<file path="config.mk">
export PLATFORM = sky130hd
export DESIGN_NAME = sync_mark_tracker
export DESIGN_NICKNAME = d
export VERILOG_FILES = /design/src/rtl/sync_trk_pkg.sv /design/src/rtl/stm_window.sv /design/src/rtl/stm_slot_timer.sv /design/src/rtl/sync_mark_tracker.sv
export SDC_FILE = /design/constraint.sdc
export NUM_CORES = 1
export LEC_CHECK = 0
export BUFFER_PORTS_ARGS = -buffer_cell sky130_fd_sc_hd__clkbuf_2
export CORE_AREA = 2 2 108 110
export DETAILED_ROUTE_END_ITERATION = 8
export DIE_AREA = 0 0 110 112
export HOLD_SLACK_MARGIN = 0.02
export PLACE_DENSITY = 0.7
export SLEW_MARGIN = 25
export SYNTH_ARGS = -nofsm -noshare
export SYNTH_HDL_FRONTEND = slang
export SYNTH_HIERARCHICAL = 1
export SYNTH_SLANG_ARGS = --single-unit
export TNS_END_PERCENT = 10
</file>
<file path="constraint.sdc">
create_clock -name clk -period 3.8 [get_ports clk]
set_clock_uncertainty 0.05 [all_clocks]
set_input_delay 1.14 -clock clk [delete_from_list [all_inputs] [get_ports clk]]
set_output_delay 1.14 -clock clk [all_outputs]
set_load 0.05 [all_outputs]
</file>
<file path="src/rtl/sync_trk_pkg.sv">
package sync_trk_pkg;
    localparam int WORD_W = 12;

    typedef enum logic [1:0] {
        ST_HUNT   = 2'd0,
        ST_TRACK  = 2'd1,
        ST_LOCK   = 2'd2,
        ST_BYPASS = 2'd3
    } trk_state_t;

    // Subframe marks, indexed by 2-bit subframe code.
    function automatic logic [WORD_W-1:0] mark_of(input logic [1:0] code);
        logic [WORD_W-1:0] m;
        unique case (code)
            2'd0: m = 12'o1107;
            2'd1: m = 12'o2670;
            2'd2: m = 12'o5107;
            default: m = 12'o6670;
        endcase
        return m;
    endfunction
endpackage

</file>
<file path="src/rtl/stm_window.sv">
module stm_window
    import sync_trk_pkg::*;
(
    input  logic              clk,
    input  logic              rst_n,
    input  logic              bit_valid,
    input  logic              bit_in,
    output logic [WORD_W-1:0] win,
    output logic [3:0]        hit
);
    logic [WORD_W-1:0] shreg;

    // Newest bit enters at the top; after 12 bits the first bit sits in bit 0.
    assign win = {bit_in, shreg[WORD_W-1:1]};

    always_ff @(posedge clk or negedge rst_n) begin
        if (!rst_n)
            shreg <= '0;
        else if (bit_valid)
            shreg <= win;
    end

    for (genvar k = 0; k < 4; k++) begin : g_cmp
        assign hit[k] = (win == mark_of(2'(k)));
    end
endmodule

</file>
<file path="src/rtl/stm_slot_timer.sv">
module stm_slot_timer
    import sync_trk_pkg::*;
#(
    parameter int CNT_W  = 13,
    localparam int RATE_W = CNT_W + 1,
    localparam int BC_W   = $clog2(WORD_W)
) (
    input  logic              clk,
    input  logic              rst_n,
    input  logic              clear,
    input  logic              bit_valid,
    input  logic [RATE_W-1:0] words_per_sub,
    output logic              word_done,
    output logic              at_mark,
    output logic [RATE_W-1:0] next_pos
);
    logic [BC_W-1:0]   bcnt;
    logic [RATE_W-1:0] pos;

    assign next_pos  = pos + RATE_W'(1);
    assign at_mark   = (next_pos == words_per_sub);
    assign word_done = bit_valid && !clear && (bcnt == BC_W'(WORD_W - 1));

    always_ff @(posedge clk or negedge rst_n) begin
        if (!rst_n) begin
            bcnt <= '0;
            pos  <= '0;
        end else if (clear) begin
            bcnt <= '0;
            pos  <= '0;
        end else if (bit_valid) begin
            if (bcnt == BC_W'(WORD_W - 1)) begin
                bcnt <= '0;
                pos  <= at_mark ? '0 : next_pos;
            end else begin
                bcnt <= bcnt + BC_W'(1);
            end
        end
    end
endmodule

</file>
<file path="src/rtl/sync_mark_tracker.sv">
module sync_mark_tracker
    import sync_trk_pkg::*;
#(
    parameter int CNT_W  = 13,
    localparam int RATE_W = CNT_W + 1
) (
    input  logic              clk,
    input  logic              rst_n,
    input  logic              bit_valid,
    input  logic              bit_in,
    input  logic              quick_mode,
    input  logic              bypass_mode,
    input  logic [RATE_W-1:0] words_per_sub,
    input  logic [CNT_W-1:0]  match_count,
    input  logic [1:0]        match_sub,
    output logic              in_sync,
    output logic [1:0]        sub_code,
    output logic              push,
    output logic [WORD_W-1:0] push_word,
    output logic [CNT_W-1:0]  push_count,
    output logic [1:0]        push_sub,
    output logic              match
);
    trk_state_t        state, nxt;
    logic [WORD_W-1:0] win;
    logic [3:0]        hit;
    logic              word_done, at_mark, tmr_clear;
    logic [RATE_W-1:0] next_pos;
    logic [2:0]        seen, need;
    logic [1:0]        exp_idx, found;
    logic              hunt_hit, mark_ok;

    stm_window u_win (
        .clk(clk), .rst_n(rst_n), .bit_valid(bit_valid), .bit_in(bit_in),
        .win(win), .hit(hit)
    );

    assign tmr_clear = (state == ST_HUNT) || (bypass_mode && state != ST_BYPASS);

    stm_slot_timer #(.CNT_W(CNT_W)) u_tmr (
        .clk(clk), .rst_n(rst_n), .clear(tmr_clear), .bit_valid(bit_valid),
        .words_per_sub(words_per_sub), .word_done(word_done),
        .at_mark(at_mark), .next_pos(next_pos)
    );

    always_comb begin
        found = 2'd0;
        for (int k = 3; k >= 0; k--)
            if (hit[k]) found = 2'(k);
    end

    assign need     = quick_mode ? 3'd2 : 3'd4;
    assign hunt_hit = bit_valid && (quick_mode ? (|hit) : hit[0]);
    assign mark_ok  = hit[exp_idx];
    assign in_sync  = (state == ST_LOCK);

    // State register
    always_ff @(posedge clk or negedge rst_n) begin
        if (!rst_n) state <= ST_HUNT;
        else        state <= nxt;
    end

    // Next state
    always_comb begin
        nxt = state;
        if (bypass_mode) begin
            nxt = ST_BYPASS;
        end else begin
            unique case (state)
                ST_HUNT:   if (hunt_hit) nxt = ST_TRACK;
                ST_TRACK:  if (word_done && at_mark) begin
                               if (!mark_ok)          nxt = ST_HUNT;
                               else if (seen == need) nxt = ST_LOCK;
                           end
                ST_LOCK:   if (word_done && at_mark && !mark_ok) nxt = ST_HUNT;
                ST_BYPASS: nxt = ST_HUNT;
            endcase
        end
    end

    // Outputs and tracking registers
    always_ff @(posedge clk or negedge rst_n) begin
        if (!rst_n) begin
            push       <= 1'b0;
            push_word  <= '0;
            push_count <= '0;
            push_sub   <= '0;
            sub_code   <= '0;
            match      <= 1'b0;
            seen       <= '0;
            exp_idx    <= '0;
        end else begin
            push <= 1'b0;
            if (bypass_mode) begin
                if (state != ST_BYPASS) match <= 1'b0;
            end
            unique case (state)
                ST_HUNT: if (hunt_hit && !bypass_mode) begin
                    seen    <= 3'd1;
                    exp_idx <= found + 2'd1;
                end
                ST_TRACK: if (word_done && at_mark && mark_ok && !bypass_mode) begin
                    exp_idx <= exp_idx + 2'd1;
                    if (seen == need) begin
                        push       <= 1'b1;
                        push_word  <= win;
                        push_count <= '0;
                        push_sub   <= exp_idx;
                        sub_code   <= exp_idx;
                        match      <= (match_count == '0) && (match_sub == exp_idx);
                    end else begin
                        seen <= seen + 3'd1;
                    end
                end
                ST_LOCK: if (word_done && !bypass_mode) begin
                    if (at_mark) begin
                        if (mark_ok) begin
                            push       <= 1'b1;
                            push_word  <= win;
                            push_count <= '0;
                            push_sub   <= exp_idx;
                            sub_code   <= exp_idx;
                            exp_idx    <= exp_idx + 2'd1;
                            match      <= (match_count == '0) && (match_sub == exp_idx);
                        end else begin
                            match <= 1'b0;
                        end
                    end else begin
                        push       <= 1'b1;
                        push_word  <= win;
                        push_count <= CNT_W'(next_pos);
                        push_sub   <= sub_code;
                        match      <= (match_count == CNT_W'(next_pos)) && (match_sub == sub_code);
                    end
                end
                ST_BYPASS: begin
                    match <= 1'b0;
                    if (word_done) begin
                        push       <= 1'b1;
                        push_word  <= win;
                        push_count <= '0;
                        push_sub   <= 2'd0;
                    end
                end
            endcase
        end
    end

    AST_BYPASS_NOSYNC: assert property (@(posedge clk) disable iff (!rst_n)
        bypass_mode |=> !in_sync);
    AST_SYNC_ENTRY: assert property (@(posedge clk) disable iff (!rst_n)
        $rose(in_sync) |-> (push && push_count == '0));
    AST_MARK_WORD: assert property (@(posedge clk) disable iff (!rst_n)
        (push && in_sync && push_count == '0) |-> (push_word == mark_of(push_sub)));
    AST_PUSH_FRAMED: assert property (@(posedge clk) disable iff (!rst_n)
        push |-> (in_sync || $past(state == ST_BYPASS)));
    AST_SUBCODE_HOLD: assert property (@(posedge clk) disable iff (!rst_n)
        (in_sync && !(push && push_count == '0)) |-> $stable(sub_code));
    AST_MATCH_SYNC: assert property (@(posedge clk) disable iff (!rst_n)
        match |-> in_sync);
endmodule

</file>
Word-level counts from Yosys, hierarchy flattened

Index checks and enable logic that the tools add are counted.

Add/subtract/negate cells: 5
Order comparisons: 1
Eq/ne operators: 27
Mux-type cells: 71
Reduce and logical (&&, ||, !) cells: 31

Operators with widths:

| cell                                                               | count |
|---|---|
| 13-bit two-way mux                                                 | 6 |
| 12-bit two-way mux                                                 | 6 |
| 14-bit two-way mux                                                 | 4 |
| 2-bit two-way mux                                                  | 23 |
| 13-bit one-hot mux with 3 select lines                             | 1 |
| 12-bit one-hot mux with 3 select lines                             | 1 |
| 12-bit == test (second input constant)                             | 2 |
| 6-bit AND reduction                                                | 3 |
| 1-bit two-way mux                                                  | 15 |
| 14-bit by 1-bit adder with 14-bit output (second input constant)   | 1 |
| 14-bit == test                                                     | 1 |
| 13-bit == test                                                     | 1 |
| 13-bit zero test                                                   | 1 |
| 12-bit by 10-bit == test with 1-bit output (second input constant) | 1 |
| 12-bit by 11-bit == test with 1-bit output (second input constant) | 1 |
| 1-bit logical AND                                                  | 12 |
| 3-bit two-way mux                                                  | 4 |
| 4-bit two-way mux                                                  | 3 |
| 2-bit one-hot mux with 3 select lines                              | 2 |
| 2-bit != test (second input constant)                              | 5 |
| 2-bit by 1-bit != test with 1-bit output (second input constant)   | 4 |
| 2-bit one-hot mux with 4 select lines                              | 1 |
| 4-bit AND reduction                                                | 2 |
| 2-bit nonzero test                                                 | 4 |
| 22 further kinds                                                   | 31 |

Register bits: 68
Input bits: 35
Output and inout bits: 32
Word-level logic and storage cells: 147

Depth between registers and ports, before layout

Gate-level depths: netlist (run 1).

Depth after elaboration: 11
Mapped depth: 13
Depth with buffers taken out: 11

Modules after synthesis

Netlist (run 1), hierarchy kept.

Modules (own cells, without submodules):

| module            | times used | cells each | area each (sq um) | seq. area each (sq um) |
|---|---|---|---|---|
| sync_mark_tracker | 1          | 229        | 2,363.5           | 950.9 |
| stm_slot_timer    | 1          | 181        | 1,500.2           | 450.4 |
| stm_window        | 1          | 38         | 511.7             | 275.3 |

Least setup slack after synthesis (run 1)

Ideal clock, no wire load.

Path kind: input port to flip-flop
Start point: input words_per_sub[4]
End point: register push_word[2]
Setup time: 0.125 ns
Arrival time: 3.390 ns
Required time: 3.625 ns
Setup slack: 0.235 ns
Cell stages on the path: 12
Buffers on the path: 2
Cells stage by stage: xnor2_1 xnor2_1 o2111ai_1 a2111oi_0 nand4_1 nor2_1 clkbuf_1 and3b_1 o211a_4 o211ai_4 buf_12 mux2_4

Word-level cells in the longest chain between the ends: 6
Elaborated cells on any way between the ends: 10
Those cells by class: eq/ne: 3; mux: 3; reduce/logical: 4

RTL lines:

| item                            | line                     | text |
|---|---|---|
| start, declared                 | sync_mark_tracker.sv:13  | `input logic [RATE_W-1:0] words_per_sub,` |
| 14-bit == test (*)              | stm_slot_timer.sv:21     | `assign at_mark = (next_pos == words_per_sub);` |
| via at_mark                     | sync_mark_tracker.sv:27  | `logic word_done, at_mark, tmr_clear;` |
| 1-bit logical AND (3 in series) | sync_mark_tracker.sv:102 | `ST_TRACK: if (word_done && at_mark && mark_ok && !bypass_mode) begin` |
| 2-bit != test (no line)         | n/a                      |  |
| 6-bit AND reduction (no line)   | n/a                      |  |
| end signal, assigned            | sync_mark_tracker.sv:106 | `push_word <= win;` |
| end signal, assigned            | sync_mark_tracker.sv:119 | `push_word <= win;` |
| end signal, assigned            | sync_mark_tracker.sv:130 | `push_word <= win;` |
| end, declared                   | sync_mark_tracker.sv:19  | `output logic [WORD_W-1:0] push_word,` |

Mark *: on every way through the listed nets, which the timed path passes. The rest lies on a longest branch. The select of a mux whose other input is x is not followed.
A chain may end at the register's enable or synchronous reset.

Final worst setup path (run 1)

Start point: register u_tmr.pos[0]
End point: register seen[2]

Word-level cells in the longest chain between the ends: 7

RTL lines:

| item                                     | line                     | text |
|---|---|---|
| start, declared                          | stm_slot_timer.sv:18     | `logic [RATE_W-1:0] pos;` |
| start signal, assigned                   | stm_slot_timer.sv:34     | `pos <= at_mark ? '0 : next_pos;` |
| 14-bit by 1-bit adder with 14-bit output | stm_slot_timer.sv:20     | `assign next_pos = pos + RATE_W'(1);` |
| 14-bit == test                           | stm_slot_timer.sv:21     |  |
| via at_mark                              | sync_mark_tracker.sv:27  |  |
| 1-bit logical AND (3 in series)          | sync_mark_tracker.sv:102 |  |
| 2-bit != test (no line)                  | n/a                      |  |
| 4-bit AND reduction (no line)            | n/a                      |  |
| end signal, assigned                     | sync_mark_tracker.sv:112 | `seen <= seen + 3'd1;` |
| end, declared                            | sync_mark_tracker.sv:29  | `logic [2:0] seen, need;` |

The timed path passes the listed nets, and every way through them passes these cells.

==> results of run 1 <==
worst max-delay path: cells and delay by family (launching register included):
kind / cells / cell delay [ns]
compound gates: 2 / 0.60
fa+ha+maj: 1 / 0.24
buf+inv: 1 / 0.14
flops: 1 / 0.46
mux: 1 / 0.15
simple gates: 7 / 1.70
metrics by stage:
step | total power, uW | TNS, ns | setup WS [ns] | utilization (%)
after detailed placement | 2560 | -0.00890 | -0.00546 | 43.5
after floorplan | 2230 | 0 | 0.235 | -
after global routing | 3630 | 0 | 0.0174 | 46.4
final | 3420 | 0 | 0.317 | 46.4
after CTS | 3440 | 0 | 0.269 | 46.3
after global placement | 2510 | 0 | 0.142 | 43.5
where the power goes:
| part | switching (uW) | total (uW) | internal (uW) |
|---|---|---|---|
| Combinational | 902 | 1480 | 578 |
| Sequential | 180 | 1070 | 891 |
| Clock | 340 | 871 | 532 |
| Total | 1420 | 3420 | 2000 |
placed cells by master, fill, tap and decap left out, types with 13 or more instances in the layout:
master     n
clkbuf_2  65
inv_1     31
buf_4     18
xnor2_1   31
nand2b_1  13
mux2i_1   17
mux2_2    19
dfrtp_1   67
nand2_1   49
nor2_1    18
sequential cells by signal (all words and copies together) (netlist names):
name,cells
exp_idx,2
match,1
push,1
push_count,13
push_sub,2
push_word,12
seen,3
state,2
sub_code,2
u_tmr/bcnt,4
u_tmr/pos,14
u_win/shreg,11
per-layer routing:
layer	wire length, microns	vias up	GRT usage (%)
met5	0	-	0
met3	796	21	4.45
met1	4740	1763	25.2
li1	-	1735	-
met4	218	0	6.84
met2	5410	166	31.9
final cells by class:
type,instances,area [sq um],share of cell area [%]
clock buffer,10,239,4.61
clock inverter,6,71.3,1.38
inverter,31,116,2.25
multi-input combinational,325,2430,47.0
sequential,67,1680,32.4
tap,143,179,3.45
timing repair buffer,84,465,8.99
how the worst min path moves through the flow:
stage	cells past startpoint	to	start
detailed placement	1	push_word[10]$_DFFE_PN0P_	push_word[10]$_DFFE_PN0P_
finish	1	push_word[11]$_DFFE_PN0P_	push_word[11]$_DFFE_PN0P_
global placement	1	push_word[1]$_DFFE_PN0P_	push_word[1]$_DFFE_PN0P_
CTS	1	push_word[10]$_DFFE_PN0P_	push_word[10]$_DFFE_PN0P_
global route	1	push_word[10]$_DFFE_PN0P_	push_word[10]$_DFFE_PN0P_
floorplan	2	u_tmr/pos[1]$_DFFE_PN0P_	u_tmr/pos[1]$_DFFE_PN0P_
==> flow_summary.ini, run 1 <==
[sta]
setup_viol = 0
fin_crit_sh_pct = 91.7
max_slew_margin_pct = 50.3
fmax_ghz = 0.287
whs_ns = 0.456
period_minus_slack_ns = 3.48
grt_setup_unrepaired = no
finalMaxSlewViolations = 0
worstMarginPinSlew_ns = 0.743
finalHoldViolations = 0

[grt]
grt_max_degree = 32
grt_first_pass_wirelength_microns = 18600
grtUsageTotal_pct = 19.6
antenna_found_initial = 0
overflow = 0
first_global_vias = 3736

[finish]
area_growth_pct = 18.5
final_nets = 561
layoutNonFillerInstCount = 666
filler_cell_count = 1048
design_area_sq_um = 5180
drive_gt1_share_pct = 29.3
diodes = 0

[die]
die_w_microns = 110
ios = 67
die_h_microns = 112
core_sq_um = 11200
dieArea_sq_um = 12300
num_rows = 39
initial_core_util_pct = 39.1

[place]
io_buffers = 66
dp_cells = 650
place_area_sq_um = 4870
dp_hpwl_microns = 8410
gp_congestion = 0.891

[drt]
avgViaCountPerCell = 5.53
avgRoutedWirePerCell_microns = 16.8
drtPass1Iterations = 5
drt_wl_total_microns = 11200
drt.antenna.violating_nets = 0
vias = 3685
route.detailed.drc = 0
drt_iter0_markers = 184

[clock_tree]
hold_buffers = 0
clk_path_buf_depth = 2
clkSinkCount = 67
clk_latency_ns = 0.34
clkTransAtPathRegs_ns = 0.06
cts_tree = built
cts_made_buffers = 9
ctsResizeCount = 0
post_cts_buffers = 0
htreeDepth = 3
clockRootBuffer = clkbuf_16

[setup_path]
cp-end-kind = register
reg2reg_from = u_tmr/pos[0]$_DFFE_PN0P_
start_kind = register
setup.worst_path.start = u_tmr/pos[0]$_DFFE_PN0P_
reg2reg_to = seen[2]$_DFFE_PN0P_
path_class = reg -> reg
max_stage_delay_ns = 0.46
crit_top_cell = nand4_1
worstPathMaxFanout = 9
required_ns = 3.95
cp_slowest_cell = dfrtp_1
rrSetupSlack_ns = 0.32
r2r.worst_path.cells = 12
path_cells = ha_1 > nand2_1 > or3_1 > mux2i_1 > a311oi_1 > nand4_1 > nor2_2 > and3b_1 > buf_4 > and2_1 > nand4_1 > o311ai_0
arrival_ns = 3.64
crit_path_end = seen[2]$_DFFE_PN0P_

[synth]
synth_fp_nets = 490
syn-cell-area_sq_um = 4370
yosys_warnings = 6
synthCells = 447
syn-mean-instance-area_sq_um = 9.78

[power]
powerDensity_nw_per_um2 = 661
power_leakage_uw = 0.00236
peakVddDrop_v = 0.000460

[job]
maxCapViolations = 0

[worst_hold_path]
hold_class = reg -> reg

[run_status]
status = complete, no violations
Note: power is estimated with default switching activity, not from simulation.
==> run 2, diff against run 1 <==
--- a/config.mk
+++ b/config.mk
@@ -6,11 +6,11 @@
 export NUM_CORES = 1
 export LEC_CHECK = 0
 export BUFFER_PORTS_ARGS = -buffer_cell sky130_fd_sc_hd__clkbuf_2
-export CORE_AREA = 2 2 108 110
+export CORE_AREA = 2 2 115 117
 export DETAILED_ROUTE_END_ITERATION = 8
-export DIE_AREA = 0 0 110 112
+export DIE_AREA = 0 0 117 119
 export HOLD_SLACK_MARGIN = 0.02
-export PLACE_DENSITY = 0.7
+export PLACE_DENSITY = 0.64
 export SLEW_MARGIN = 25
 export SYNTH_ARGS = -nofsm -noshare
 export SYNTH_HDL_FRONTEND = slang
==> run 2 against run 1 <==
Against the previous run: sequential share of layout area fell by 0.23 points; cell count rose by 4.8%; via count fell by 0.76%; sequential power barely moved; critical endpoint is now push_count[12]$_DFFE_PN0P_; largest power group unchanged; highest routed layer unchanged; largest cell class unchanged; combinational power barely moved; clock-buffer cell count did not move; first-iteration DRC count fell by 2.2%; core utilization fell by 5.8 points; routed wire length fell by 0.60%; non-clock buffer count fell by 1.
==> flow_summary.ini, run 2 (synthesis results as in run 1) <==
[setup_path]
r2r.worst_path.cells = 12
path_class = reg -> reg
cp-end-kind = register
arrival_ns = 3.64
required_ns = 3.99
worstPathMaxFanout = 16
start_kind = register

[place]
gp_congestion = 0.944
dp_cells = 682
place_area_sq_um = 4900
dp_hpwl_microns = 8520
pre_cts_ws_ns = -0.0783
io_buffers = 66

[clock_tree]
post_cts_buffers = 0
ctsResizeCount = 0
cts_tree = built
cts_made_buffers = 9
clockRootBuffer = clkbuf_16
hold_buffers = 0
clkTransAtPathRegs_ns = 0.06
clk_latency_ns = 0.33
htreeDepth = 3
clk_path_buf_depth = 2
clkSinkCount = 67

[power]
total_power_uw = 3410
powerDensity_nw_per_um2 = 653
peakVddDrop_v = 0.000244
power_leakage_uw = 0.00236

[sta]
fin_ws_ns = 0.350
grt_setup_unrepaired = no
setup_viol = 0
fin_crit_sh_pct = 90.8
period_minus_slack_ns = 3.45
max_slew_margin_pct = 43.0
worstMarginPinSlew_ns = 0.856
finalMaxSlewViolations = 0
fmax_ghz = 0.290
finalHoldViolations = 0
whs_ns = 0.455

[drt]
route.detailed.drc = 0
drt.antenna.violating_nets = 0
drt_iter0_markers = 180
drt_wl_total_microns = 11100
avgRoutedWirePerCell_microns = 15.9
vias = 3657
avgViaCountPerCell = 5.24
drtPass1Iterations = 5

[finish]
mostFrequentLayoutCell = dfrtp_1
final_cell_mix = dfrtp_1 (67), clkbuf_2 (65), nand2_1 (49)
final_nets = 560
diodes = 0
largest_register_ffs = 14
top_register = u_tmr/pos
area_growth_pct = 19.3
largestRegisters = u_tmr/pos (14), push_count (13), push_word (12)
layoutNonFillerInstCount = 698
design_area_sq_um = 5220
drive_gt1_share_pct = 28.9

[grt]
grt_first_pass_wirelength_microns = 18300
antenna_found_initial = 0
grt_max_degree = 68
overflow = 0
first_global_vias = 3600
grtUsageTotal_pct = 16.7

[worst_hold_path]
holdPathStages = 1
hold_class = reg -> reg

[die]
core_sq_um = 12900
die_h_microns = 119
dieArea_sq_um = 13900
ios = 67
num_rows = 42
initial_core_util_pct = 34.0
die_w_microns = 117

[run_status]
status = complete, no violations

[job]
maxCapViolations = 0
[run 2: cell count changes in the layout (fill, tap and decap cells not counted)]
cell	change
buf_4	-2
buf_6	+1
clkinv_4	+2
clkinvlp_4	-1
inv_6	-1
nor2_1	+1
nor2_2	-1
[run 2: worst paths after layout]
path	start	end	slack, ns
setup / recovery	u_tmr/pos[0]$_DFFE_PN0P_	push_count[12]$_DFFE_PN0P_	0.35
hold / removal	push_word[7]$_DFFE_PN0P_	push_word[7]$_DFFE_PN0P_	0.46
setup reg to reg	u_tmr/pos[0]$_DFFE_PN0P_	push_count[12]$_DFFE_PN0P_	0.35
hold reg to reg	push_word[7]$_DFFE_PN0P_	push_word[7]$_DFFE_PN0P_	0.46
max in group asynchronous	rst_n	push_count[3]$_DFFE_PN0P_	2.18
min in group asynchronous	rst_n	push_word[6]$_DFFE_PN0P_	0.95
[run 2: power by group]
group | total [uW] | switching [uW] | internal [uW]
clock | 855 | 324 | 531
combinational | 1480 | 889 | 591
sequential | 1070 | 182 | 891
[run 2: per-stage QoR]
stage	TNS (ns)	util, %
after floorplan	0	-
after global placement	0	38.1
after detailed placement	-0.586	38.1
after CTS	0	40.5
after global routing	0	40.5
final	0	40.5
[run 2: cell type report]
class / count / area [sq um]
Fill cell: 1280 / 7660
Multi-Input combinational cell: 325 / 2430
Sequential cell: 67 / 1680
Timing Repair Buffer: 83 / 462
Clock buffer: 10 / 239
Tap cell: 176 / 220
Inverter: 31 / 116
Clock inverter: 6 / 72.6
[run 2: per-layer routing]
metal	wire length, microns	GRT usage, %
met1	4910	21.5
met2	5480	28.4
met3	551	3.56
met4	154	4.26
met5	0	0
[run 2: worst max-delay path, stage by stage, from the launching register on]
cell and delay, ns:
dfrtp_1 0.46, nand3_1 0.32, buf_4 0.28, or4b_1 0.46
o211ai_1 0.11, a21o_1 0.15, nand4_1 0.18, nor2_1 0.25
and3b_1 0.23, o211a_4 0.18, o211ai_4 0.24, buf_6 0.26
mux2i_1 0.17
==> run 3, diff against run 2 <==
--- a/config.mk
+++ b/config.mk
@@ -5,7 +5,7 @@
 export SDC_FILE = /design/constraint.sdc
 export NUM_CORES = 1
 export LEC_CHECK = 0
-export BUFFER_PORTS_ARGS = -buffer_cell sky130_fd_sc_hd__clkbuf_2
+export BUFFER_PORTS_ARGS = -buffer_cell sky130_fd_sc_hd__buf_2
 export CORE_AREA = 2 2 115 117
 export DETAILED_ROUTE_END_ITERATION = 8
 export DIE_AREA = 0 0 117 119
==> run 3 against run 2 <==
Against the previous run: routed wire length about the same; clock-buffer cell count unchanged; fmax decreased by 4.1%; combinational power about the same; clock power increased by 0.8%.
==> flow_summary.ini, run 3 (synthesis results as in run 1) <==
[die]
die_h_microns = 119
num_rows = 42
core_sq_um = 12900
initial_core_util_pct = 34.0
ios = 67
die_w_microns = 117
dieArea_sq_um = 13900

[sta]
whs_ns = 0.455
fin_crit_sh_pct = 94.7
worstMarginPinSlew_ns = 0.732
finalMaxSlewViolations = 0
max_slew_margin_pct = 51.1
fmax_ghz = 0.278
finalHoldViolations = 0
setup_viol = 0
grt_setup_unrepaired = no
period_minus_slack_ns = 3.60
fin_ws_ns = 0.201

[clock_tree]
cts_tree = built
clkSinkCount = 67
clockRootBuffer = clkbuf_16
hold_buffers = 0
clkTransAtPathRegs_ns = 0.06
clk_latency_ns = 0.33
clk_path_buf_depth = 2
htreeDepth = 3
cts_made_buffers = 9

[grt]
grtUsageTotal_pct = 16.7
grtUsageMet3_pct = 4.73
grt_max_degree = 46
overflow = 0
antenna_found_initial = 0
grt_first_pass_wirelength_microns = 18100
first_global_vias = 3725
grt.busiest_layer = met2
use_met1_pct = 21.6
grtUsageMet2_pct = 26.5

[power]
combPwrFrac_pct = 43.4
peakVddDrop_v = 0.000226
p_sw_share_pct = 41.0
power_leakage_uw = 0.00236
powerDensity_nw_per_um2 = 653
sequentialPowerShare_pct = 31.3
power_switching_uw = 1390
p_clk_share_pct = 25.3
p_int_uw = 2010

[finish]
design_area_sq_um = 5210
largestRegisters = u_tmr/pos (14), push_count (13), push_word (12)
drive_gt1_share_pct = 28.8
final_nets = 559
final_cell_mix = dfrtp_1 (67), buf_2 (65), nand2_1 (49)
largest_register_ffs = 14
mostFrequentLayoutCell = dfrtp_1
area_growth_pct = 19.2
top_register = u_tmr/pos
diodes = 0

[place]
place_area_sq_um = 4890
pre_cts_ws_ns = -0.0584
io_buffers = 66
gp_congestion = 0.955
dp_hpwl_microns = 8520

[drt]
drt_iter0_markers = 161
avgRoutedWirePerCell_microns = 15.9
drtPass1Iterations = 4
drt_wl_total_microns = 11100
avgViaCountPerCell = 5.24
vias = 3654
route.detailed.drc = 0
drt.antenna.violating_nets = 0

[setup_path]
start_kind = primary input
worstPathMaxFanout = 5
setup.worst_path.start = words_per_sub[4]
path_class = in -> reg
arrival_ns = 3.74
required_ns = 3.94
reg2reg_from = u_tmr/pos[0]$_DFFE_PN0P_
cp-end-kind = register

[job]
maxCapViolations = 0

[run_status]
status = complete, no violations

[worst_hold_path]
hold_class = reg -> reg
hp-start = push_word[2]$_DFFE_PN0P_
-- run 3: cell types whose count changed in the layout (fill, tap and decap cells not counted) --
| cell | change |
|---|---|
| clkbuf_2 | -65 |
| buf_2 | +64 |
| a2111oi_0 | +1 |
| a2111oi_1 | -1 |
-- run 3: path summary, 6_finish.rpt --
check	end	slack, ns	depth (start not counted)
setup / recovery	seen[2]$_DFFE_PN0P_	0.20	12
hold / removal	push_word[2]$_DFFE_PN0P_	0.45	1
setup reg to reg	seen[2]$_DFFE_PN0P_	0.25	12
hold reg to reg	push_word[2]$_DFFE_PN0P_	0.45	1
max in group asynchronous	push_count[12]$_DFFE_PN0P_	2.31	2
min in group asynchronous	push_word[4]$_DFFE_PN0P_	0.76	1
-- run 3: repair_timing --
action | in CTS | in global routing
setup buffers | 0 | 0
setup endpoints to repair | 0 | 12
resized for setup | 0 | 1
-- run 3: critical path: stages --
cell,delay [ns]
buf_2,0.11
xnor2_1,0.15
xnor2_1,0.13
o2111ai_1,0.11
a2111oi_0,0.48
nand4_1,0.28
nor2_1,0.23
and3b_1,0.23
buf_4,0.13
and2_1,0.22
nand4_1,0.11
o311ai_0,0.40
-- run 3: metrics by stage --
stage               instances  util (%)  TNS [ns]  power [uW]
detailed placement        681      38.0    -0.615        2550
finish                    697      40.5         0        3400
CTS                       697      40.4         0        3430
floorplan                 447         -         0        2230
global route              697      40.5         0        3610
global placement          681      38.0         0        2510
-- run 3: layer usage --
layer  wire length, microns  vias up
met3                    692       26
met5                      0        -
met4                    275        0
met1                   4870     1758
met2                   5250      135
li1                       -     1735
-- run 3: area by class of cell --
type                       count  area (sq um)
multi-input combinational    325          2430
clock inverter                 6          72.6
clock buffer                  10           239
tap                          176           220
sequential                    67          1680
fill                        1251          7660
timing repair buffer          82           457
inverter                      31           116
-- run 3: power by group through the flow --
stage	sequential (uW)	combinational, uW	clock, uW
final	1060	1480	862
after CTS	1060	1480	887
after global routing	1090	1590	922
after global placement	1060	1440	0
after detailed placement	1080	1470	0
after floorplan	1330	899	0
